`config.mk`:
```
export PLATFORM = sky130hd
export DESIGN_NAME = evt_ring_capture
export DESIGN_NICKNAME = d
export VERILOG_FILES = /design/src/rtl/capbuf_pkg.sv /design/src/rtl/capbuf_mem.sv /design/src/rtl/capbuf_fifo.sv /design/src/rtl/capbuf_writer.sv /design/src/rtl/capbuf_reader.sv /design/src/rtl/evt_ring_capture.sv
export SDC_FILE = /design/constraint.sdc
export NUM_CORES = 1
export LEC_CHECK = 0
export BUFFER_PORTS_ARGS = -buffer_cell sky130_fd_sc_hd__buf_4
export CAP_MARGIN = 20
export CORE_ASPECT_RATIO = 1.75
export CORE_MARGIN = 2
export CORE_UTILIZATION = 30
export CTS_CLUSTER_SIZE = 25
export DETAILED_ROUTE_END_ITERATION = 8
export SYNTH_ARGS = -nofsm -noshare
export SYNTH_HDL_FRONTEND = slang
export SYNTH_SLANG_ARGS = --single-unit
```
`constraint.sdc`:
```
create_clock -name clk -period 9.6 [get_ports clk]
set_input_delay 0.96 -clock clk [delete_from_list [all_inputs] [get_ports clk]]
set_output_delay 0.96 -clock clk [all_outputs]
set_load 0.1 [all_outputs]
```
`src/rtl/capbuf_pkg.sv`:
```
package capbuf_pkg;
    typedef enum logic [1:0] {W_ARM, W_POST, W_HOLD} wr_state_t;
    typedef enum logic       {R_IDLE, R_BODY}        rd_state_t;
endpackage

```
`src/rtl/capbuf_mem.sv`:
```
module capbuf_mem #(
    parameter int AW_T = 6,
    parameter int DW   = 10
) (
    input  logic            clk,
    input  logic            we,
    input  logic [AW_T-1:0] waddr,
    input  logic [DW-1:0]   wdata,
    input  logic            re,
    input  logic [AW_T-1:0] raddr,
    output logic [DW-1:0]   rdata
);
    localparam int NW = 1 << AW_T;

    logic [DW-1:0] store [NW];

    always_ff @(posedge clk) begin
        if (we) store[waddr] <= wdata;
        if (re) rdata <= store[raddr];
    end
endmodule

```
`src/rtl/capbuf_fifo.sv`:
```
module capbuf_fifo #(
    parameter int W     = 16,
    parameter int DEPTH = 4
) (
    input  logic         clk,
    input  logic         rst_n,
    input  logic         push,
    input  logic [W-1:0] din,
    input  logic         pop,
    output logic [W-1:0] dout,
    output logic         empty
);
    localparam int PTW = (DEPTH > 1) ? $clog2(DEPTH) : 1;

    logic [W-1:0]   slots [DEPTH];
    logic [PTW-1:0] rp, wp;
    logic [PTW:0]   count;
    logic           full;

    assign empty = (count == '0);
    assign full  = (count == (PTW+1)'(DEPTH));
    assign dout  = slots[rp];

    always_ff @(posedge clk) begin
        if (!rst_n) begin
            rp    <= '0;
            wp    <= '0;
            count <= '0;
        end else begin
            if (push) begin
                slots[wp] <= din;
                wp        <= (wp == PTW'(DEPTH-1)) ? '0 : wp + 1'b1;
            end
            if (pop) rp <= (rp == PTW'(DEPTH-1)) ? '0 : rp + 1'b1;
            case ({push, pop})
                2'b10:   count <= count + 1'b1;
                2'b01:   count <= count - 1'b1;
                default: ;
            endcase
        end
    end


    fifo_no_overflow_chk: assert property (@(posedge clk) disable iff (!rst_n)
        push |-> (!full || pop));


    fifo_no_underflow_chk: assert property (@(posedge clk) disable iff (!rst_n)
        pop |-> !empty);
endmodule

```
`src/rtl/capbuf_writer.sv`:
```
module capbuf_writer
    import capbuf_pkg::*;
#(
    parameter int NBUF  = 4,
    parameter int DEPTH = 16,
    parameter int DW    = 10,
    parameter int TS_W  = 28,
    parameter int PW    = 5,
    parameter int CW    = 8
) (
    input  logic                 clk,
    input  logic                 rst_n,
    input  logic                 smp_valid,
    input  logic [DW-1:0]        smp_data,
    input  logic                 trig_src,
    input  logic [PW-1:0]        post_len,
    input  logic                 rel_en,
    input  logic [$clog2(NBUF)-1:0] rel_buf,
    output logic                 mem_we,
    output logic [$clog2(NBUF)+$clog2(DEPTH)-1:0] mem_waddr,
    output logic [DW-1:0]        mem_wdata,
    output logic                 push,
    output logic [$clog2(NBUF)-1:0]  push_buf,
    output logic [$clog2(DEPTH)-1:0] push_start,
    output logic [TS_W-1:0]      push_stamp,
    output logic [CW-1:0]        drop_cnt
);
    localparam int BW = $clog2(NBUF);
    localparam int AW = $clog2(DEPTH);

    wr_state_t      st, st_n;
    logic [BW-1:0]  cur, cur_n, pick;
    logic [AW-1:0]  wp, wp_n;
    logic [PW-1:0]  remain, remain_n;
    logic [NBUF-1:0] busy, busy_n, avail;
    logic [TS_W-1:0] tnow, stamp_q, stamp_n;
    logic [CW-1:0]  drops, drops_n;
    logic           hit, freeze, found;

    assign hit       = smp_valid & trig_src;
    assign mem_waddr = {cur, wp};
    assign mem_wdata = smp_data;
    assign drop_cnt  = drops;

    // rotating search for the next free buffer, starting after cur
    always_comb begin
        avail = ~busy;
        if (st != W_HOLD) avail[cur] = 1'b0;
        found = 1'b0;
        pick  = cur;
        for (int i = 1; i <= NBUF; i++) begin
            if (!found && avail[(int'(cur) + i) % NBUF]) begin
                found = 1'b1;
                pick  = BW'((int'(cur) + i) % NBUF);
            end
        end
    end

    // state register
    always_ff @(posedge clk) begin
        if (!rst_n) begin
            st      <= W_ARM;
            cur     <= '0;
            wp      <= '0;
            remain  <= '0;
            busy    <= '0;
            stamp_q <= '0;
            drops   <= '0;
            tnow    <= '0;
        end else begin
            st      <= st_n;
            cur     <= cur_n;
            wp      <= wp_n;
            remain  <= remain_n;
            busy    <= busy_n;
            stamp_q <= stamp_n;
            drops   <= drops_n;
            if (smp_valid) tnow <= tnow + 1'b1;
        end
    end

    // next state and outputs
    always_comb begin
        st_n     = st;
        cur_n    = cur;
        wp_n     = wp;
        remain_n = remain;
        stamp_n  = stamp_q;
        drops_n  = drops;
        busy_n   = busy;
        mem_we   = 1'b0;
        freeze   = 1'b0;
        if (rel_en) busy_n[rel_buf] = 1'b0;
        unique case (st)
            W_ARM: begin
                if (smp_valid) begin
                    mem_we = 1'b1;
                    wp_n   = wp + 1'b1;
                    if (hit) begin
                        stamp_n = tnow;
                        if (post_len == '0) begin
                            freeze = 1'b1;
                        end else begin
                            remain_n = post_len;
                            st_n     = W_POST;
                        end
                    end
                end
            end
            W_POST: begin
                if (smp_valid) begin
                    mem_we   = 1'b1;
                    wp_n     = wp + 1'b1;
                    remain_n = remain - 1'b1;
                    if (remain == PW'(1)) freeze = 1'b1;
                end
            end
            W_HOLD: begin
                if (hit && drops != '1) drops_n = drops + 1'b1;
                if (found) begin
                    st_n  = W_ARM;
                    cur_n = pick;
                    wp_n  = '0;
                end
            end
            default: ;
        endcase
        if (freeze) begin
            busy_n[cur] = 1'b1;
            if (found) begin
                st_n  = W_ARM;
                cur_n = pick;
                wp_n  = '0;
            end else begin
                st_n = W_HOLD;
            end
        end
        push       = freeze;
        push_buf   = cur;
        push_start = wp + 1'b1;
        push_stamp = (st == W_ARM) ? tnow : stamp_q;
    end


    time_step_chk: assert property (@(posedge clk) disable iff (!rst_n)
        smp_valid |=> (tnow == TS_W'($past(tnow) + 1'b1)));


    rec_free_chk: assert property (@(posedge clk) disable iff (!rst_n)
        mem_we |-> !busy[cur]);


    drop_hold_chk: assert property (@(posedge clk) disable iff (!rst_n)
        (st != W_HOLD) |=> (drops == $past(drops)));


    hold_no_write_chk: assert property (@(posedge clk) disable iff (!rst_n)
        (st == W_HOLD) |-> !mem_we);
endmodule

```
`src/rtl/capbuf_reader.sv`:
```
module capbuf_reader
    import capbuf_pkg::*;
#(
    parameter int NBUF  = 4,
    parameter int DEPTH = 16
) (
    input  logic                     clk,
    input  logic                     rst_n,
    input  logic                     rd_en,
    input  logic                     empty,
    input  logic [$clog2(NBUF)-1:0]  head_buf,
    input  logic [$clog2(DEPTH)-1:0] head_start,
    output logic                     mem_re,
    output logic [$clog2(NBUF)+$clog2(DEPTH)-1:0] mem_raddr,
    output logic                     rd_vld,
    output logic                     pop,
    output logic                     rel_en,
    output logic [$clog2(NBUF)-1:0]  rel_buf
);
    localparam int AW = $clog2(DEPTH);

    rd_state_t     st, st_n;
    logic [AW-1:0] wcnt, wcnt_n;
    logic          accept, last;

    always_ff @(posedge clk) begin
        if (!rst_n) begin
            st     <= R_IDLE;
            wcnt   <= '0;
            rd_vld <= 1'b0;
        end else begin
            st     <= st_n;
            wcnt   <= wcnt_n;
            rd_vld <= accept;
        end
    end

    always_comb begin
        accept    = rd_en & ~empty;
        last      = (wcnt == AW'(DEPTH - 1));
        mem_re    = accept;
        mem_raddr = {head_buf, head_start + wcnt};
        pop       = accept & last;
        rel_en    = accept & last;
        rel_buf   = head_buf;
        st_n      = st;
        wcnt_n    = wcnt;
        unique case (st)
            R_IDLE: begin
                if (accept && !last) begin
                    st_n   = R_BODY;
                    wcnt_n = wcnt + 1'b1;
                end
            end
            R_BODY: begin
                if (accept) begin
                    if (last) begin
                        st_n   = R_IDLE;
                        wcnt_n = '0;
                    end else begin
                        wcnt_n = wcnt + 1'b1;
                    end
                end
            end
            default: ;
        endcase
    end


    body_head_chk: assert property (@(posedge clk) disable iff (!rst_n)
        (st == R_BODY) |-> !empty);


    idle_read_chk: assert property (@(posedge clk) disable iff (!rst_n)
        (rd_en && empty) |=> !rd_vld);
endmodule

```
`src/rtl/evt_ring_capture.sv`:
```
module evt_ring_capture #(
    parameter int NBUF  = 4,
    parameter int DEPTH = 16,
    parameter int DW    = 10,
    parameter int TS_W  = 28,
    parameter int PW    = 5,
    parameter int CW    = 8
) (
    input  logic                    clk,
    input  logic                    rst_n,
    input  logic                    smp_valid,
    input  logic [DW-1:0]           smp_data,
    input  logic                    self_trig,
    input  logic                    ext_trig,
    input  logic                    self_en,
    input  logic                    ext_en,
    input  logic [PW-1:0]           post_len,
    input  logic                    rd_en,
    output logic                    rd_vld,
    output logic [DW-1:0]           rd_data,
    output logic                    evt_valid,
    output logic [$clog2(NBUF)-1:0] evt_buf,
    output logic [TS_W-1:0]         evt_stamp,
    output logic [CW-1:0]           drop_cnt
);
    localparam int BW = $clog2(NBUF);
    localparam int AW = $clog2(DEPTH);
    localparam int EW = BW + AW + TS_W;

    logic            trig_src;
    logic            mem_we, mem_re;
    logic [BW+AW-1:0] mem_waddr, mem_raddr;
    logic [DW-1:0]   mem_wdata;
    logic            push, pop, empty, rel_en;
    logic [BW-1:0]   push_buf, rel_buf;
    logic [AW-1:0]   push_start, head_start;
    logic [TS_W-1:0] push_stamp;
    logic [EW-1:0]   head;

    assign trig_src = (self_trig & self_en) | (ext_trig & ext_en);

    capbuf_writer #(.NBUF(NBUF), .DEPTH(DEPTH), .DW(DW), .TS_W(TS_W),
                    .PW(PW), .CW(CW)) u_writer (
        .clk(clk), .rst_n(rst_n), .smp_valid(smp_valid), .smp_data(smp_data),
        .trig_src(trig_src), .post_len(post_len),
        .rel_en(rel_en), .rel_buf(rel_buf),
        .mem_we(mem_we), .mem_waddr(mem_waddr), .mem_wdata(mem_wdata),
        .push(push), .push_buf(push_buf), .push_start(push_start),
        .push_stamp(push_stamp), .drop_cnt(drop_cnt)
    );

    capbuf_fifo #(.W(EW), .DEPTH(NBUF)) u_fifo (
        .clk(clk), .rst_n(rst_n), .push(push),
        .din({push_buf, push_start, push_stamp}),
        .pop(pop), .dout(head), .empty(empty)
    );

    assign evt_valid  = ~empty;
    assign evt_buf    = head[EW-1 -: BW];
    assign head_start = head[TS_W +: AW];
    assign evt_stamp  = head[TS_W-1:0];

    capbuf_reader #(.NBUF(NBUF), .DEPTH(DEPTH)) u_reader (
        .clk(clk), .rst_n(rst_n), .rd_en(rd_en), .empty(empty),
        .head_buf(evt_buf), .head_start(head_start),
        .mem_re(mem_re), .mem_raddr(mem_raddr), .rd_vld(rd_vld),
        .pop(pop), .rel_en(rel_en), .rel_buf(rel_buf)
    );

    capbuf_mem #(.AW_T(BW + AW), .DW(DW)) u_mem (
        .clk(clk), .we(mem_we), .waddr(mem_waddr), .wdata(mem_wdata),
        .re(mem_re), .raddr(mem_raddr), .rdata(rd_data)
    );


    drop_step_chk: assert property (@(posedge clk) disable iff (!rst_n)
        (drop_cnt == $past(drop_cnt)) || (drop_cnt == CW'($past(drop_cnt) + 1'b1)));
endmodule

```
Word-level counts from Yosys, hierarchy flattened
Memories as Yosys holds them, arrays and structs flattened. A register that Yosys moved wholly into a read port is not among the register bits. Cells that the tools add are included.

Input port bits: 23. Memory bits (writable): 776. Memories kept: 2. Latch bits: 0. Output and inout bits: 50. Bits in read-only memories: 0. Register bits: 94.

Memory list: u_mem.store (depth 64, width 10, rd ports 1, clocked after memory_dff 1, wr ports 1, line capbuf_mem.sv:15) `logic [DW-1:0] store [NW];`; u_fifo.slots (depth 4, width 34, rd ports 1, clocked after memory_dff 1, wr ports 1, line capbuf_fifo.sv:15) `logic [W-1:0] slots [DEPTH];`.

Divide/modulo/power cells: 0. $add $sub $neg: 14. Reduce and logical (&&, ||, !) cells: 27. Shift-type cells: 0. Order comparisons: 8. Bitwise operators: 18. Equal/unequal tests: 20. Multipliers: 0. Multiplexer cells: 75.

Operators by type and width (count): 4-bit two-way mux (10); 2-bit two-way mux (18); 1-bit two-way mux (29); 28-bit by 1-bit adder with 28-bit output (second input constant) (1); 28-bit two-way mux (1); 5-bit two-way mux (4); 3-bit by 4-bit < comparator with 1-bit output (second input constant) (4); 4-bit case mux with 2 select lines (2); 4-bit inverter (3); 2-bit inequality test (second input constant) (5); 5-bit case mux with 2 select lines (1); 5-bit AND reduction (2); 2-bit OR reduction (5); 2-bit by 1-bit adder with 2-bit output (second input constant) (4); 4-bit by 1-bit adder with 4-bit output (second input constant) (2); 8-bit by 1-bit adder with 8-bit output (second input constant) (1); 4-bit AND (2); 1-bit binary-select mux with 2-bit select (4); 2-bit == test (second input constant) (4); 8-bit inequality test (second input constant) (1); 1-bit logical AND (7); 2-bit by 3-bit < comparator with 1-bit output (second input constant) (2); 3-bit by 1-bit inequality test with 1-bit output (second input constant) (2); 3-bit by 2-bit inequality test with 1-bit output (second input constant) (2); 27 further kinds (46).

Depth between registers and ports, before layout
Depth after elaboration: 24. Depth in mapped cells: 14. Gate-level depth less buffers: 13.

By module
Synthesis repeated with hierarchy kept, for this count alone.

Cell total of the unflattened synthesis: 1879. Area, all modules: 35290.1 um2.

Modules (own cells, without submodules): capbuf_mem (cells each 1118, area an instance 25201.7 um2, instances 1); capbuf_fifo (cells each 225, area an instance 5412.7 um2, instances 1); capbuf_writer (cells each 486, area an instance 4231.6 um2, instances 1); capbuf_reader (cells each 48, area an instance 431.7 um2, instances 1); evt_ring_capture (cells each 2, area an instance 12.5 um2, instances 1).

Worst setup path after synthesis
No wires, ideal clock.

Kind: flip-flop to flip-flop. From: reg with a tool-made name. To: reg u_mem.rdata[0] (read register of u_mem.store) (data pin). Setup slack: 5.598 ns. Data arrival time: 3.737 ns. Data required time: 9.335 ns. Stages on the path, launching flop included: 14. Path buffers: 5. Path through: dfxtp_1 -> buf_4 -> buf_1 -> mux4_2 -> ha_1 -> inv_1 -> fa_1 -> clkbuf_1 -> clkbuf_1 -> clkbuf_1 -> mux4_2 -> mux2_2 -> o211ai_1 -> nand3_1.

RTL lines: end, declared (line capbuf_mem.sv:11) `output logic [DW-1:0] rdata`.

==> flow_metrics.env <==
export IMPL_status="finished clean"
export IMPL_clk_latency_ns=0.64
export IMPL_synth_edf_count=786
export IMPL_netlist_area_mm2=0.0347
export IMPL_core_area_mm2=0.115
export IMPL_vias=17400
export IMPL_die_h_um=454
export IMPL_port_buffers=72
export IMPL_rows=165
export IMPL_end_kind="register"
export IMPL_vias_per_cell=4.93
export IMPL_grt_max_degree=75
export IMPL_cp_data_required_time_ns=9.95
export IMPL_syn_to_final_growth_pct=14.8
export IMPL_drc_errors=0
export IMPL_crit_type="register to register"
export IMPL_io_pins=73
export IMPL_tightest_slew_ns=1.12
export IMPL_routabilityCongestion=0.771
export IMPL_cts_resized=0
export IMPL_finalInstanceArea_mm2=0.0398
export IMPL_swShare=0.202
export IMPL_grt_use_total=0.145
export IMPL_p_int_w=0.00587
export IMPL_first_global_vias=18500
export IMPL_cp_start_kind="register"
export IMPL_synthCells=1845
export IMPL_ys_types=60
export IMPL_maxSlewHeadroom=0.248
export IMPL_clkPwrFrac=0.407
export IMPL_hp_class="register to register"
export IMPL_reg2reg_setup_slack_ns=4.08
export IMPL_setup_tns_ns=0
export IMPL_finalSetupViolCount=0
export IMPL_syn_nets=1889
export IMPL_worstPathArrival_ns=5.87
export IMPL_htreeDepth=3
export IMPL_die_w_um=261
export IMPL_path_clk_slew_ns=0.07
export IMPL_post_cts_buffers=0
export IMPL_ir_worst_vdd_mv=0.171
export IMPL_ys_seq_area_frac=0.736
export IMPL_cts_root_buf="clkbuf_16"
export IMPL_p_sw_w=0.00148
export IMPL_ant_nets=0
export IMPL_yosysWarnings=0
export IMPL_overflow=0
export IMPL_dp_cells=3397
export IMPL_slew_violations=0
export IMPL_clk_path_buf_depth=3
export IMPL_fin_nets=2025
export IMPL_place_area_mm2=0.0373
export IMPL_fin_cells=3538
export IMPL_detail_route_wl_per_cell_um=24.2
export IMPL_synth_seq_cells=882
export IMPL_antenna_found_initial=0
export IMPL_routed_wl_um=85600
export IMPL_fmax_mhz=181
export IMPL_min_path_cells=2
export IMPL_clkSinkCount=882
export IMPL_leakage_nw=12.8
export IMPL_initial_utilization=0.301
export IMPL_seqPwrFrac=0.570
export IMPL_dr_pass1_iters=5
export IMPL_p_comb_frac=0.023
export IMPL_cts_tree="built"
export IMPL_pwr_density_cell_mw_per_mm2=185
export IMPL_cts_buffers=76
export IMPL_hold_buffers=0
export IMPL_ys_flop_type="edfxtp_1"
export IMPL_drt_iter0_markers=1182
export IMPL_rsz0062_at_grt="false"
export IMPL_die_area_mm2=0.119
export IMPL_syn_mean_instance_area_um2=18.8
export IMPL_synthArstFlopShare=0
export IMPL_grt_pass1_wl_um=124000
export IMPL_crit_path_max_fanout=53
export IMPL_r2r_cells=10
export IMPL_fin_crit_ns=5.52
export IMPL_finalHoldViolCount=0
export IMPL_antennaDiodeCount=0
export IMPL_clock_skew_final_ns=0.0237
export IMPL_drive_gt1_frac=0.255
export IMPL_cap_violations=0
export IMPL_hpwl_um=55200
export IMPL_final_period_utilization=0.575
flip-flops by register name (all words and copies together) (netlist names), named ones only:
register	count
u_writer.remain	5
u_writer.wp	4
u_writer.st	1
u_fifo.rp	2
u_writer.drop_cnt	8
u_writer.push_buf	2
u_fifo.count	3
u_fifo.wp	2
u_writer.stamp_q	28
u_mem.store	640
u_fifo.slots	136
u_reader.wcnt	4
u_writer.tnow	28
u_writer.busy	4
u_mem.rdata	10
u_reader.rd_vld	1
Yosys cell counts, drive strengths merged (2+ instances only):
master	instances	area, µm²
a211oi	7	52.6
a21o	2	15.0
a21oi	58	294
a221oi	2	17.5
a22o	2	17.5
a22oi	12	90.1
a31oi	3	18.8
and2	5	31.3
and3	12	75.1
and4	2	17.5
buf	30	156
clkbuf	64	243
dfxtp	96	1920
edfxtp	786	23600
fa	2	40.0
ha	19	238
inv	24	90.1
mux2	49	552
mux2i	54	541
mux4	204	4610
nand2	125	469
nand2b	5	31.3
nand3	30	150
nand4	8	50.1
nor2	125	469
nor2b	7	43.8
nor3	6	30.0
nor3b	3	27.5
nor4b	2	23.8
o211ai	20	150
o21ai	17	85.1
o21bai	2	15.0
o221a	2	22.5
or2	3	18.8
or3	6	37.5
xnor2	12	105
xor2	26	228
placed cells by master (no fill, tap or decap), types with 49 or more instances in the layout:
cell and instances:
a21oi_1 57, clkbuf_16 81, nand2_1 125, nor2_1 124
edfxtp_1 786, mux4_2 201, mux2_2 49, buf_4 137
dfxtp_1 95, mux2i_1 54
logic make-up (layout without fill, tap and decap cells):
logic type,Yosys count,count (layout),share of synthesized area
flip-flops,882,882,0.736
AND/OR/NAND/NOR,344,344,0.0437
multiplexers,307,307,0.164
AO/OA/AOI/OAI,133,133,0.0239
buffers and inverters,119,309,0.0142
XOR/XNOR,39,39,0.0103
adder cells (fa/ha/maj),21,21,0.00801
final cells by class:
type / instances / area (µm²)
inverter: 25 / 93.8
multi-input combinational: 844 / 8730
clock buffer: 105 / 2190
sequential: 882 / 25500
clock inverter: 27 / 176
fill: 10800 / 75400
timing repair buffer: 152 / 1230
tap: 1503 / 1880
metrics by stage:
step / setup WS [ns] / hold slack [ns] / utilization / total power [W]
after floorplan: 5.60 / 0.434 / - / 0.00434
after global placement: 4.04 / 0.439 / 0.322 / 0.00443
after detailed placement: 4.01 / 0.444 / 0.324 / 0.00444
after CTS: 3.99 / 0.453 / 0.345 / 0.00741
after global routing: 3.90 / 0.473 / 0.346 / 0.00755
final: 4.08 / 0.453 / 0.346 / 0.00735
per-layer routing:
| layer | vias up | track usage | wire [µm] |
|---|---|---|---|
| li1 | 7582 | - | - |
| met1 | 9219 | 0.147 | 29200 |
| met2 | 475 | 0.276 | 47600 |
| met3 | 154 | 0.0223 | 3380 |
| met4 | 0 | 0.0852 | 5340 |
| met5 | - | 0 | 0 |
power groups by stage:
stage	combinational (W)	clock [W]	sequential (W)
3_5_place_dp	0.000168	0	0.00427
4_1_cts	0.000168	0.00306	0.00419
5_1_grt	0.000179	0.00319	0.00419
6_report	0.000167	0.00299	0.00419
2_1_floorplan	0.0000760	0	0.00427
3_3_place_gp	0.000161	0	0.00427
worst paths after layout:
path,from,endpoint
max,register,u_mem.rdata[0]
min,u_writer.stamp_q[3],u_writer.stamp_q[3]
max reg2reg,register,u_mem.rdata[0]
min reg2reg,u_writer.stamp_q[3],u_writer.stamp_q[3]
worst max-delay path: stages, from the launching register on:
cell and delay (ns):
dfxtp_1 0.31, buf_4 0.43, mux4_2 0.34, ha_4 0.14, inv_1 0.06, fa_4 1.34
buf_4 0.76, mux4_2 0.42, mux2_2 0.27, o211ai_1 0.83, nand3_1 0.18
Note: power is estimated with default switching activity, not from simulation.
